[src/rtl/subpel_pkg.sv]
`timescale 1ns/1ps
package subpel_pkg;
  localparam int NTAPS       = 8;
  localparam int NPHASE      = 3;
  localparam int PIPE_DEPTH  = 3;
  // largest coefficient magnitude is 58 < 2^6, plus one sign bit
  localparam int COEF_GROWTH = 7;
  // an eight-term sum grows by at most three bits
  localparam int SUM_GROWTH  = 3;

  typedef enum int {PH_QTR = 0, PH_HALF = 1, PH_3QTR = 2} phase_e;

  // weight of lane 'tap' in the equation of phase 'ph'
  function automatic int tap_coef(input int ph, input int tap);
    int t;
    int c;
    // the three-quarter phase is the mirror image of the quarter phase
    t = (ph == PH_3QTR) ? (NTAPS - 1 - tap) : tap;
    c = 0;
    if (ph == PH_HALF) begin
      case (t)
        0, 7:    c = -1;
        1, 6:    c = 4;
        2, 5:    c = -11;
        default: c = 40;
      endcase
    end else begin
      case (t)
        0:       c = -1;
        1:       c = 4;
        2:       c = -10;
        3:       c = 58;
        4:       c = 17;
        5:       c = -5;
        6:       c = 1;
        default: c = 0;
      endcase
    end
    return c;
  endfunction
endpackage

[src/rtl/subpel_tap_net.sv]
`timescale 1ns/1ps
// Shift-add network for one lane: builds each scaled copy of the sample
// once and hands the three phase equations their weighted term.
module subpel_tap_net
  import subpel_pkg::*;
#(
  parameter int EXT_W  = 17,
  parameter int PROD_W = 24,
  parameter int TAP    = 0
) (
  input  logic                     clk,
  input  logic                     rst,
  input  logic                     en,
  input  logic signed [EXT_W-1:0]  x,
  output logic signed [PROD_W-1:0] p_qtr,
  output logic signed [PROD_W-1:0] p_half,
  output logic signed [PROD_W-1:0] p_3qtr
);
  localparam int CQ = tap_coef(PH_QTR,  TAP);
  localparam int CH = tap_coef(PH_HALF, TAP);
  localparam int CT = tap_coef(PH_3QTR, TAP);

  logic signed [PROD_W-1:0] t1, t4, t5, t10, t11, t17, t40, t58;
  logic signed [PROD_W-1:0] w_q, w_h, w_t;

  // shared term graph: 5 -> 10 -> 11, 5 -> 40, 40 + 17 + 1 -> 58
  assign t1  = {{(PROD_W-EXT_W){x[EXT_W-1]}}, x};
  assign t4  = t1 <<< 2;
  assign t5  = t4 + t1;
  assign t10 = t5 <<< 1;
  assign t11 = t10 + t1;
  assign t17 = (t1 <<< 4) + t1;
  assign t40 = t5 <<< 3;
  assign t58 = t40 + t17 + t1;

  function automatic logic signed [PROD_W-1:0] pick(
    input int c,
    input logic signed [PROD_W-1:0] a1, a4, a5, a10, a11, a17, a40, a58);
    int m;
    logic signed [PROD_W-1:0] r;
    m = (c < 0) ? -c : c;
    case (m)
      1:       r = a1;
      4:       r = a4;
      5:       r = a5;
      10:      r = a10;
      11:      r = a11;
      17:      r = a17;
      40:      r = a40;
      58:      r = a58;
      default: r = '0;
    endcase
    return (c < 0) ? -r : r;
  endfunction

  always_comb begin
    w_q = pick(CQ, t1, t4, t5, t10, t11, t17, t40, t58);
    w_h = pick(CH, t1, t4, t5, t10, t11, t17, t40, t58);
    w_t = pick(CT, t1, t4, t5, t10, t11, t17, t40, t58);
  end

  always_ff @(posedge clk) begin
    if (rst) begin
      p_qtr  <= '0;
      p_half <= '0;
      p_3qtr <= '0;
    end else if (en) begin
      p_qtr  <= w_q;
      p_half <= w_h;
      p_3qtr <= w_t;
    end
  end

  // a positive sample must yield a product carrying the coefficient's sign
  assert_pos_sign_R9: assert property (@(posedge clk) disable iff (rst)
    (en && (x > 0)) |=> ((CH > 0) ? (p_half > 0) : (p_half < 0)));

  // a negative sample must yield a product of the opposite sign
  assert_neg_sign_R9: assert property (@(posedge clk) disable iff (rst)
    (en && (x < 0)) |=> ((CH > 0) ? (p_half < 0) : (p_half > 0)));
endmodule

[src/rtl/subpel_phase_sum.sv]
`timescale 1ns/1ps
// Balanced adder tree over the eight weighted lanes of one phase,
// followed by the normalising arithmetic shift.
module subpel_phase_sum
  import subpel_pkg::*;
#(
  parameter int PROD_W  = 24,
  parameter int ACC_W   = 27,
  parameter int SHIFT_W = 4
) (
  input  logic signed [PROD_W-1:0] terms [NTAPS],
  input  logic [SHIFT_W-1:0]       shift,
  output logic signed [ACC_W-1:0]  result
);
  logic signed [ACC_W-1:0] lvl0 [NTAPS];
  logic signed [ACC_W-1:0] lvl1 [NTAPS/2];
  logic signed [ACC_W-1:0] lvl2 [NTAPS/4];
  logic signed [ACC_W-1:0] total;

  for (genvar g = 0; g < NTAPS; g++) begin : g_ext
    assign lvl0[g] = {{(ACC_W-PROD_W){terms[g][PROD_W-1]}}, terms[g]};
  end
  for (genvar g = 0; g < NTAPS/2; g++) begin : g_l1
    assign lvl1[g] = lvl0[2*g] + lvl0[2*g+1];
  end
  for (genvar g = 0; g < NTAPS/4; g++) begin : g_l2
    assign lvl2[g] = lvl1[2*g] + lvl1[2*g+1];
  end
  assign total  = lvl2[0] + lvl2[1];
  assign result = total >>> shift;
endmodule

[src/rtl/subpel_fir3.sv]
`timescale 1ns/1ps
module subpel_fir3
  import subpel_pkg::*;
#(
  parameter int IN_W    = 16,
  parameter int SHIFT_W = 4
) (
  input  logic                                      clk,
  input  logic                                      rst,
  input  logic                                      in_valid,
  input  logic                                      in_signed,
  input  logic [SHIFT_W-1:0]                        norm_shift,
  input  logic [NTAPS*IN_W-1:0]                     samples,
  output logic                                      out_valid,
  output logic signed [IN_W+COEF_GROWTH+SUM_GROWTH:0] out_qtr,
  output logic signed [IN_W+COEF_GROWTH+SUM_GROWTH:0] out_half,
  output logic signed [IN_W+COEF_GROWTH+SUM_GROWTH:0] out_3qtr
);
  localparam int EXT_W  = IN_W + 1;
  localparam int PROD_W = EXT_W + COEF_GROWTH;
  localparam int ACC_W  = PROD_W + SUM_GROWTH;

  logic [PIPE_DEPTH-1:0]    vld_q;
  logic signed [EXT_W-1:0]  win_q [NTAPS];
  logic [SHIFT_W-1:0]       sh1_q, sh2_q;
  logic signed [PROD_W-1:0] prod_q [NTAPS];
  logic signed [PROD_W-1:0] prod_h [NTAPS];
  logic signed [PROD_W-1:0] prod_t [NTAPS];
  logic signed [ACC_W-1:0]  res_q, res_h, res_t;

  // stage 1: capture window, widen lanes by the mode bit
  always_ff @(posedge clk) begin
    if (rst) vld_q <= '0;
    else     vld_q <= {vld_q[PIPE_DEPTH-2:0], in_valid};
  end

  always_ff @(posedge clk) begin
    if (in_valid) begin
      for (int t = 0; t < NTAPS; t++) begin
        win_q[t] <= {in_signed & samples[t*IN_W+IN_W-1], samples[t*IN_W +: IN_W]};
      end
      sh1_q <= norm_shift;
    end
  end

  // stage 2: one shared shift-add network per lane
  for (genvar g = 0; g < NTAPS; g++) begin : g_tap
    subpel_tap_net #(.EXT_W(EXT_W), .PROD_W(PROD_W), .TAP(g)) u_net (
      .clk    (clk),
      .rst    (rst),
      .en     (vld_q[0]),
      .x      (win_q[g]),
      .p_qtr  (prod_q[g]),
      .p_half (prod_h[g]),
      .p_3qtr (prod_t[g])
    );
  end

  always_ff @(posedge clk) begin
    if (vld_q[0]) sh2_q <= sh1_q;
  end

  // stage 3: per-phase sums and normalisation
  subpel_phase_sum #(.PROD_W(PROD_W), .ACC_W(ACC_W), .SHIFT_W(SHIFT_W)) u_sum_q (
    .terms(prod_q), .shift(sh2_q), .result(res_q));
  subpel_phase_sum #(.PROD_W(PROD_W), .ACC_W(ACC_W), .SHIFT_W(SHIFT_W)) u_sum_h (
    .terms(prod_h), .shift(sh2_q), .result(res_h));
  subpel_phase_sum #(.PROD_W(PROD_W), .ACC_W(ACC_W), .SHIFT_W(SHIFT_W)) u_sum_t (
    .terms(prod_t), .shift(sh2_q), .result(res_t));

  always_ff @(posedge clk) begin
    if (rst) begin
      out_qtr  <= '0;
      out_half <= '0;
      out_3qtr <= '0;
    end else if (vld_q[1]) begin
      out_qtr  <= res_q;
      out_half <= res_h;
      out_3qtr <= res_t;
    end
  end

  assign out_valid = vld_q[PIPE_DEPTH-1];

  // cycles since reset, saturating, so the latency check never looks into reset
  logic [1:0] since_rst_q;
  always_ff @(posedge clk) begin
    if (rst)                     since_rst_q <= '0;
    else if (since_rst_q != 2'd3) since_rst_q <= since_rst_q + 2'd1;
  end

  assert_fixed_latency_R2: assert property (@(posedge clk) disable iff (rst)
    (since_rst_q == 2'd3) |-> (out_valid == $past(in_valid, 3)));

  assert_reset_clear_R1: assert property (@(posedge clk)
    $past(rst) |-> (!out_valid && out_qtr == '0 && out_half == '0 && out_3qtr == '0));

  assert_hold_between_R8: assert property (@(posedge clk) disable iff (rst)
    !out_valid |-> ($stable(out_qtr) && $stable(out_half) && $stable(out_3qtr)));
endmodule

[config.mk]
export PLATFORM = sky130hd
export DESIGN_NAME = subpel_fir3
export DESIGN_NICKNAME = d
export VERILOG_FILES = /design/src/rtl/subpel_pkg.sv /design/src/rtl/subpel_tap_net.sv /design/src/rtl/subpel_phase_sum.sv /design/src/rtl/subpel_fir3.sv
export SDC_FILE = /design/constraint.sdc
export NUM_CORES = 2
export LEC_CHECK = 0
export BUFFER_PORTS_ARGS = -buffer_cell sky130_fd_sc_hd__buf_2
export CAP_MARGIN = 20
export CORE_MARGIN = 8
export CORE_UTILIZATION = 55
export DETAILED_ROUTE_END_ITERATION = 12
export HOLD_SLACK_MARGIN = 0.03
export PLACE_DENSITY_LB_ADDON = 0.2
export SLEW_MARGIN = 40
export SYNTH_ARGS = -nofsm -noshare
export SYNTH_HDL_FRONTEND = slang
export SYNTH_HIERARCHICAL = 1
export SYNTH_SLANG_ARGS = --single-unit
[constraint.sdc]
create_clock -name clk -period 18.2 [get_ports clk]
set_clock_uncertainty 0.1 [all_clocks]
set_input_delay 2.73 -clock clk [delete_from_list [all_inputs] [get_ports clk]]
set_output_delay 2.73 -clock clk [all_outputs]
set_load 0.05 [all_outputs]
==> Word-level counts from Yosys, hierarchy flattened <==
Memory sizes are Yosys's and may differ from the RTL's.
Index checks and enable logic that the tools add are counted.
{ "classes": {"addsub": 37, "shift": 3, "mux": 2, "bitwise": 8} }
{ "ops": {"columns": ["op", "count"], "rows": [
  ["$add 27x27->27", 5],
  ["$add 21x17->22", 4],
  ["$sshr 27x4->27", 3],
  ["$add 19x17->20", 4],
  ["$add 25x25->26", 2],
  ["$add 24x24->25", 2],
  ["$add 23x22->24", 2],
  ["$add 24x17->24", 2],
  ["$neg 17->24", 2],
  ["$neg 20->24", 2],
  ["$neg 21->24", 2],
  ["$neg 24->24", 2],
  ["$add 17x25->26", 1],
  ["$add 25x17->26", 1],
  ["$add 19x24->25", 1],
  ["$add 22x24->25", 1],
  ["$add 23x24->25", 1],
  ["$add 24x19->25", 1],
  ["$add 24x22->25", 1],
  ["$add 24x23->25", 1],
  ["$and 1x1->1", 8],
  ["$mux 1", 2]
]} }
{ "totals": {"reg_bits": 484, "ramBits": 136, "in_bits": 136, "elab_cells": 75, "memories": 1} }
{ "mem_list": {"columns": ["name", "depth", "width", "rd", "rd_clocked_by_memory_dff", "wr", "line", "text"], "rows": [
  ["win_q", 8, 17, 8, 0, 8, "subpel_fir3.sv:24", "logic signed [EXT_W-1:0] win_q [NTAPS];"]
]} }

==> Longest topological paths before layout <==
{ "depth": {"depth_word": 4, "depth_mapped": 34} }

==> Hierarchy <==
The synthesis kept the hierarchy.
{ "modules_own_cells": {"columns": ["mod", "n_inst", "cells_per_inst", "area_each_um2", "seq_area_each_um2"], "rows": [
  ["subpel_phase_sum (u_sum_q)", 1, 1123, 8559.5, 0.0],
  ["subpel_phase_sum (u_sum_h)", 1, 1118, 8506.9, 0.0],
  ["subpel_phase_sum (u_sum_t)", 1, 1119, 8385.5, 0.0],
  ["subpel_fir3", 1, 419, 7407.1, 6005.8],
  ["subpel_tap_net (g_tap[3].u_net)", 1, 600, 5235.0, 1181.1],
  ["subpel_tap_net (g_tap[4].u_net)", 1, 597, 5227.5, 1181.1],
  ["subpel_tap_net (g_tap[2].u_net)", 1, 618, 4834.6, 940.9],
  ["subpel_tap_net (g_tap[5].u_net)", 1, 617, 4717.0, 940.9],
  ["subpel_tap_net (g_tap[0].u_net ...)", 2, 194, 1592.8, 480.5],
  ["subpel_tap_net (g_tap[1].u_net ...)", 2, 111, 1031.0, 340.3]
]} }

==> Least setup slack after synthesis <==
Ideal clock, no wire load.
{ "synth_path": {"path_kind": "flip-flop to flip-flop", "startpoint": "reg, netlist name g_tap[5].u_net/p_3qtr[1]", "endpoint": "reg out_qtr[10]", "setup_time_ps": 128, "arrival_time_ps": 6322, "required_time_ps": 17972, "slack_ps": 11650, "path_stages_with_launch": 28, "path_buffers": 1, "path_cell_list": "dfxtp_1 -> buf_4 -> ha_1 -> inv_1 -> fa_1 -> nor2b_1 -> o2111ai_1 -> nand3_1 -> a311o_1 -> a211o_1 -> a211oi_1 -> o21bai_1 -> a2111oi_0 -> a211oi_1 -> fa_1 -> inv_1 -> fa_1 -> ha_1 -> and4_1 -> and2_1 -> a311o_1 -> a31oi_1 -> xnor2_1 -> or3_1 -> o211a_1 -> mux4_2 -> mux2i_1 -> nor2_1"} }
{ "synth_rtl": {"columns": ["element", "line", "text"], "rows": [
  ["to (signal assigned)", "subpel_fir3.sv:77", "out_qtr <= res_q;"],
  ["to (decl)", "subpel_fir3.sv:15", "output logic signed [IN_W+COEF_GROWTH+SUM_GROWTH:0] out_qtr,"]
]} }

==> Final worst setup path <==
{ "layout_path": {"startpoint": "reg g_tap[5].u_net.p_3qtr[1]", "endpoint": "reg out_3qtr[12]"} }
{ "layout_between": {"elab_chain_cells": 4} }
{ "layout_lines": {"columns": ["element", "line", "text"], "rows": [
  ["from (decl)", "subpel_tap_net.sv:17", "output logic signed [PROD_W-1:0] p_3qtr"],
  ["from (signal assigned)", "subpel_tap_net.sv:70", "p_3qtr <= w_t;"],
  ["$add 24x24->25", "subpel_phase_sum.sv:24", "assign lvl1[g] = lvl0[2*g] + lvl0[2*g+1];"],
  ["$add 25x25->26", "subpel_phase_sum.sv:27", "assign lvl2[g] = lvl1[2*g] + lvl1[2*g+1];"],
  ["$add 27x27->27", "subpel_phase_sum.sv:29", "assign total = lvl2[0] + lvl2[1];"],
  ["$sshr 27x4->27", "subpel_phase_sum.sv:30", "assign result = total >>> shift;"],
  ["via res_t[12]", "subpel_fir3.sv:29", "logic signed [ACC_W-1:0] res_q, res_h, res_t;"],
  ["to (signal assigned)", "subpel_fir3.sv:79", "out_3qtr <= res_t;"],
  ["to (decl)", "subpel_fir3.sv:17", "output logic signed [IN_W+COEF_GROWTH+SUM_GROWTH:0] out_3qtr"]
]} }
The timed path passes the listed nets, and every way through them passes these cells.
A chain may end at the register's enable or synchronous reset.

==> summary by stage <==
Floorplan
For this design the top-level I/O count stands at 218. For this configuration, the core starts out at a cell density of 0.553. Row generation in the floorplan step produced 119 rows.

The floorplan step set the die height to 341 um. The total area inside the core boundary comes to 105000 um^2. The area enclosed by the die boundary is 116000 um^2. The horizontal extent of the die is 341 um.

Global route
Entering global routing, the biggest net connects 73 pins. The number of antenna violations at the first check in global routing is 1. Global routing finished with a remaining overflow of 0. In the global route stage, overall resource usage came out at 0.291. The via count of the first global-routing pass was 46300. The global-route wire length before repair is 270000 um.

Cells and area
In the final layout, flip-flops and latches occupy 11900 um^2. The fraction of layout cells with a size suffix above 1 is 0.0833. The net total in the final layout is 7598.

At the end of the flow the core is filled with cells to 0.574. The number of standard cells in the layout, taps in and fillers out is 8119. The layout has 9802 filler cells. The signed area change from the synthesized netlist to the final layout is 3.88%.

The multi-input combinational cell area is 41500 um^2.

Routing
After detailed routing, the number of remaining DRC violations is 0. In this run the remaining antenna-violating nets after routing total 0. The routed wire length is 177000 um. The pre-antenna-repair detailed-routing pass consisted of 6 iterations. The number of violations reported at the end of detailed-routing iteration 0 is 4053. After detailed routing, the average wire length per cell comes to 21.8 um.

The via total after detailed routing is 49600. The per-cell via count in the routed design is 6.10.

Power and ir drop
The switching power share of the total is 0.513. For this design the total switching power over the nets is 5580 uW. Internal power comes to 5290 uW. The total power per unit cell area is 180 nW/um^2. Of the total power, registers draw 0.141. Of the total power, combinational logic draws 0.735.

IR analysis of the VDD net gives a maximum drop of 0.166 mV. The analysis attributes to cell leakage a power of 0.0270 uW. The power share of the clock group is 0.124.

Clock network
Once the clock tree was built, the resizer swapped 0 gates to a different size. The quantity of hold-fixing buffers added after cts is 0. The number of buffers created by CTS is 61. TritonCTS built the clock tree.

The clock insertion delay at the later pin of the skew report is 0.70 ns. Clock-pin slew was measured on the worst setup and hold paths at 0.06 ns. The setup fix buffers added after clock tree synthesis is 0. The H-tree generated during clock tree synthesis spans 2 levels. The maximum buffer depth of the clock tree is 3.

The tree is rooted in a clkbuf_16. For this design, the sink count on the clock tree is 522.

Yosys
The post-synthesis cell type with the largest combined area is dfxtp_1. The main combinational cell family by area after synthesis is compound AO/OA/AOI/OAI gates. The post-synthesis sequential area ratio is 0.205. The commonest cells after synthesis are nor2_1 (604), ha_1 (580), a21oi_1 (485).

The number of synthesized register bits is 522. The cell with the most instances after synthesis is nor2_1. Sorting the synthesized cells by area gives the leading types as dfxtp_1 (13%), ha_1 (12%), edfxtp_1 (7.4%), fa_1 (7.3%), mux2i_1 (5.4%). The fraction of the mapped netlist area in compound gates is 0.206. The post-synthesis adder-cell area fraction is 0.198. Of the total synthesized cell area, the portion taken by XOR and XNOR cells is 0.0710. The area fraction of the dominant cell type after synthesis is 0.130. The combined area of all synthesized cells is 58100 um^2. Measured against the total synthesized area, the mux share comes to 0.0716. Dividing the synthesized area by the synthesized cell count gives 8.52 um^2.

The netlist uses 135 different library cells. Yosys mapped a number of flops with a built-in enable equal to 144. The flip-flop cell with the highest count after synthesis is dfxtp_1. Synthesis produced 6821 cells. The area fraction in and, or, nand and nor cells after synthesis is 0.162. In the synthesized netlist the async set-or-reset flop fraction comes to 0. The Yosys step of the flow raised 6 warnings.

Critical path
The required arrival time at the worst endpoint is 18.66 ns. STA classifies the critical path startpoint as a flop. The worst-path maximum fanout is 12. The startpoint-to-endpoint class of the critical path is reg -> reg. STA puts the critical path data arrival time at 7.96 ns. The type of element capturing the critical path is a flop.

Placed design
The routability congestion estimate from global placement is 0.998. The post-DP HPWL is 145000 um. The total of buffers placed on input and output ports is 217.

The total placed cells including tap cells is 7998. The post-place setup slack is 10.76 ns.

Timing
The final period utilization is 0.412. For the final routed database, the setup TNS stands at 0 ns. The worst pin sits at a relative slew slack of 0.391. The hold violation count in the final report is 0. The worst path needs 7.50 ns of the cycle, external delays included. Static timing analysis puts the maximum clock frequency at 133 MHz. The count of final max-slew check failures is 0. Setup repair after global routing left no endpoint under its margin. Setup violations remaining at the end of the flow were counted as 0.

The least setup slack across all paths after layout is 10.70 ns. The pin slew with the least headroom to its limit is 0.907 ns.

Status
The flow ran to the end, and the final reports show no timing, DRC or antenna violations.

Min path
The min-delay analysis places its worst path in the category reg -> reg.

Run
The max-cap violation count is 0.
-- final timing paths --
| check | start | to | slack (ns) | depth (start not counted) |
|---|---|---|---|---|
| hold / removal | sh1_q[1]$_DFFE_PP_ | sh2_q[1]$_DFFE_PP_ | 0.32 | 0 |
| setup reg to reg | g_tap[5].u_net/p_3qtr[1]$_SDFFE_PP0P_ | out_3qtr[12]$_SDFFE_PP0P_ | 10.70 | 26 |
| setup / recovery | g_tap[5].u_net/p_3qtr[1]$_SDFFE_PP0P_ | out_3qtr[12]$_SDFFE_PP0P_ | 10.70 | 26 |
| hold reg to reg | sh1_q[1]$_DFFE_PP_ | sh2_q[1]$_DFFE_PP_ | 0.32 | 0 |
-- final cells by class --
class                           instances  share of cell area
Clock buffer                           79              0.0285
Tap cell                             1391              0.0288
Inverter                              452              0.0283
Timing Repair Buffer                  248              0.0225
Multi-Input combinational cell       5386               0.687
Clock inverter                         37             0.00775
Antenna cell                            4            0.000166
Sequential cell                       522               0.197
-- power groups by stage --
stage                     registers (uW)  clock network, uW  logic [uW]
after CTS                           1530               1370        7870
after floorplan                     1620                  0        5940
after global routing                1540               1410        8770
after detailed placement            1550                  0        7830
final                               1530               1350        7990
after global placement              1550                  0        7730
-- per-stage QoR --
step                      hold WS (ns)  power [uW]  area (um^2)
after floorplan                  0.300        7550        58300
after global routing             0.344       11700        60400
final                            0.321       10900        60400
after global placement           0.306        9280        58100
after CTS                        0.322       10800        60300
after detailed placement         0.309        9370        58100
-- state kept, by name (all words and copies together) (netlist names) --
register            count
out_half               27
g_tap.u_net/p_3qtr     91
g_tap.u_net/p_qtr      84
out_3qtr               27
win_q                 136
out_qtr                27
sh1_q                   4
g_tap.u_net/p_half    119
sh2_q                   4
vld_q                   3
-- cells in the final DEF (no fill, tap or decap), types with 90 or more instances in the layout --
master    synthesis  layout
a211oi_1        120     120
a21o_1          202     202
a21oi_1         485     483
buf_2            24     215
dfxtp_1         378     376
edfxtp_1        144     144
fa_1            211     211
ha_1            580     580
inv_1           442     439
mux2i_1         312     312
nand2_1         411     411
nand2b_1         90      90
nand3_1         142     142
nor2_1          604     604
nor3_1          157     157
o21ai_0         278     277
xnor2_1         311     305
xor2_1          158     158
-- worst max-delay path, cell delays in order, from the launching register on --
cell and delay (ns):
dfxtp_1 0.41, inv_1 0.09, fa_1 0.46, nor2b_1 0.11, o21ai_0 0.13, a311o_1 0.36, nand3_1 0.09, o21ai_0 0.11
a21boi_0 0.37, nor4_1 0.11, or3_1 0.40, xnor2_1 0.67, fa_1 0.57, fa_1 0.44, ha_1 0.50, nand2_1 0.11
or3_1 0.37, or4_1 0.52, nand3_1 0.09, o211a_1 0.46, clkinv_8 0.10, nand2_4 0.10, o211a_1 0.21, mux2i_1 0.09
a21bo_1 0.19, mux2i_1 0.13, nor2_1 0.05
-- per-layer routing --
layer / GRT usage / vias to the layer above / share of wire / wire length [um]
met3: 0.0414 / 270 / 0.060 / 10700
met5: 0 / - / 0 / 0
met1: 0.396 / 23700 / 0.45 / 80300
met4: 0.124 / 0 / 0.048 / 8430
li1: - / 24100 / - / -
met2: 0.460 / 1467 / 0.44 / 77700
-- cell families (layout without fill, tap and decap cells) --
| family | count (synthesis) | in the layout |
|---|---|---|
| other | 8 | 70 |
| multiplexers | 370 | 370 |
| AND/OR/NAND/NOR | 1915 | 1915 |
| buffers and inverters | 971 | 816 |
| adder cells (fa/ha/maj) | 791 | 791 |
| XOR/XNOR | 470 | 470 |
| flip-flops | 522 | 522 |
| AO/OA/AOI/OAI | 1774 | 1774 |
Power figures use the tool's default switching activity.
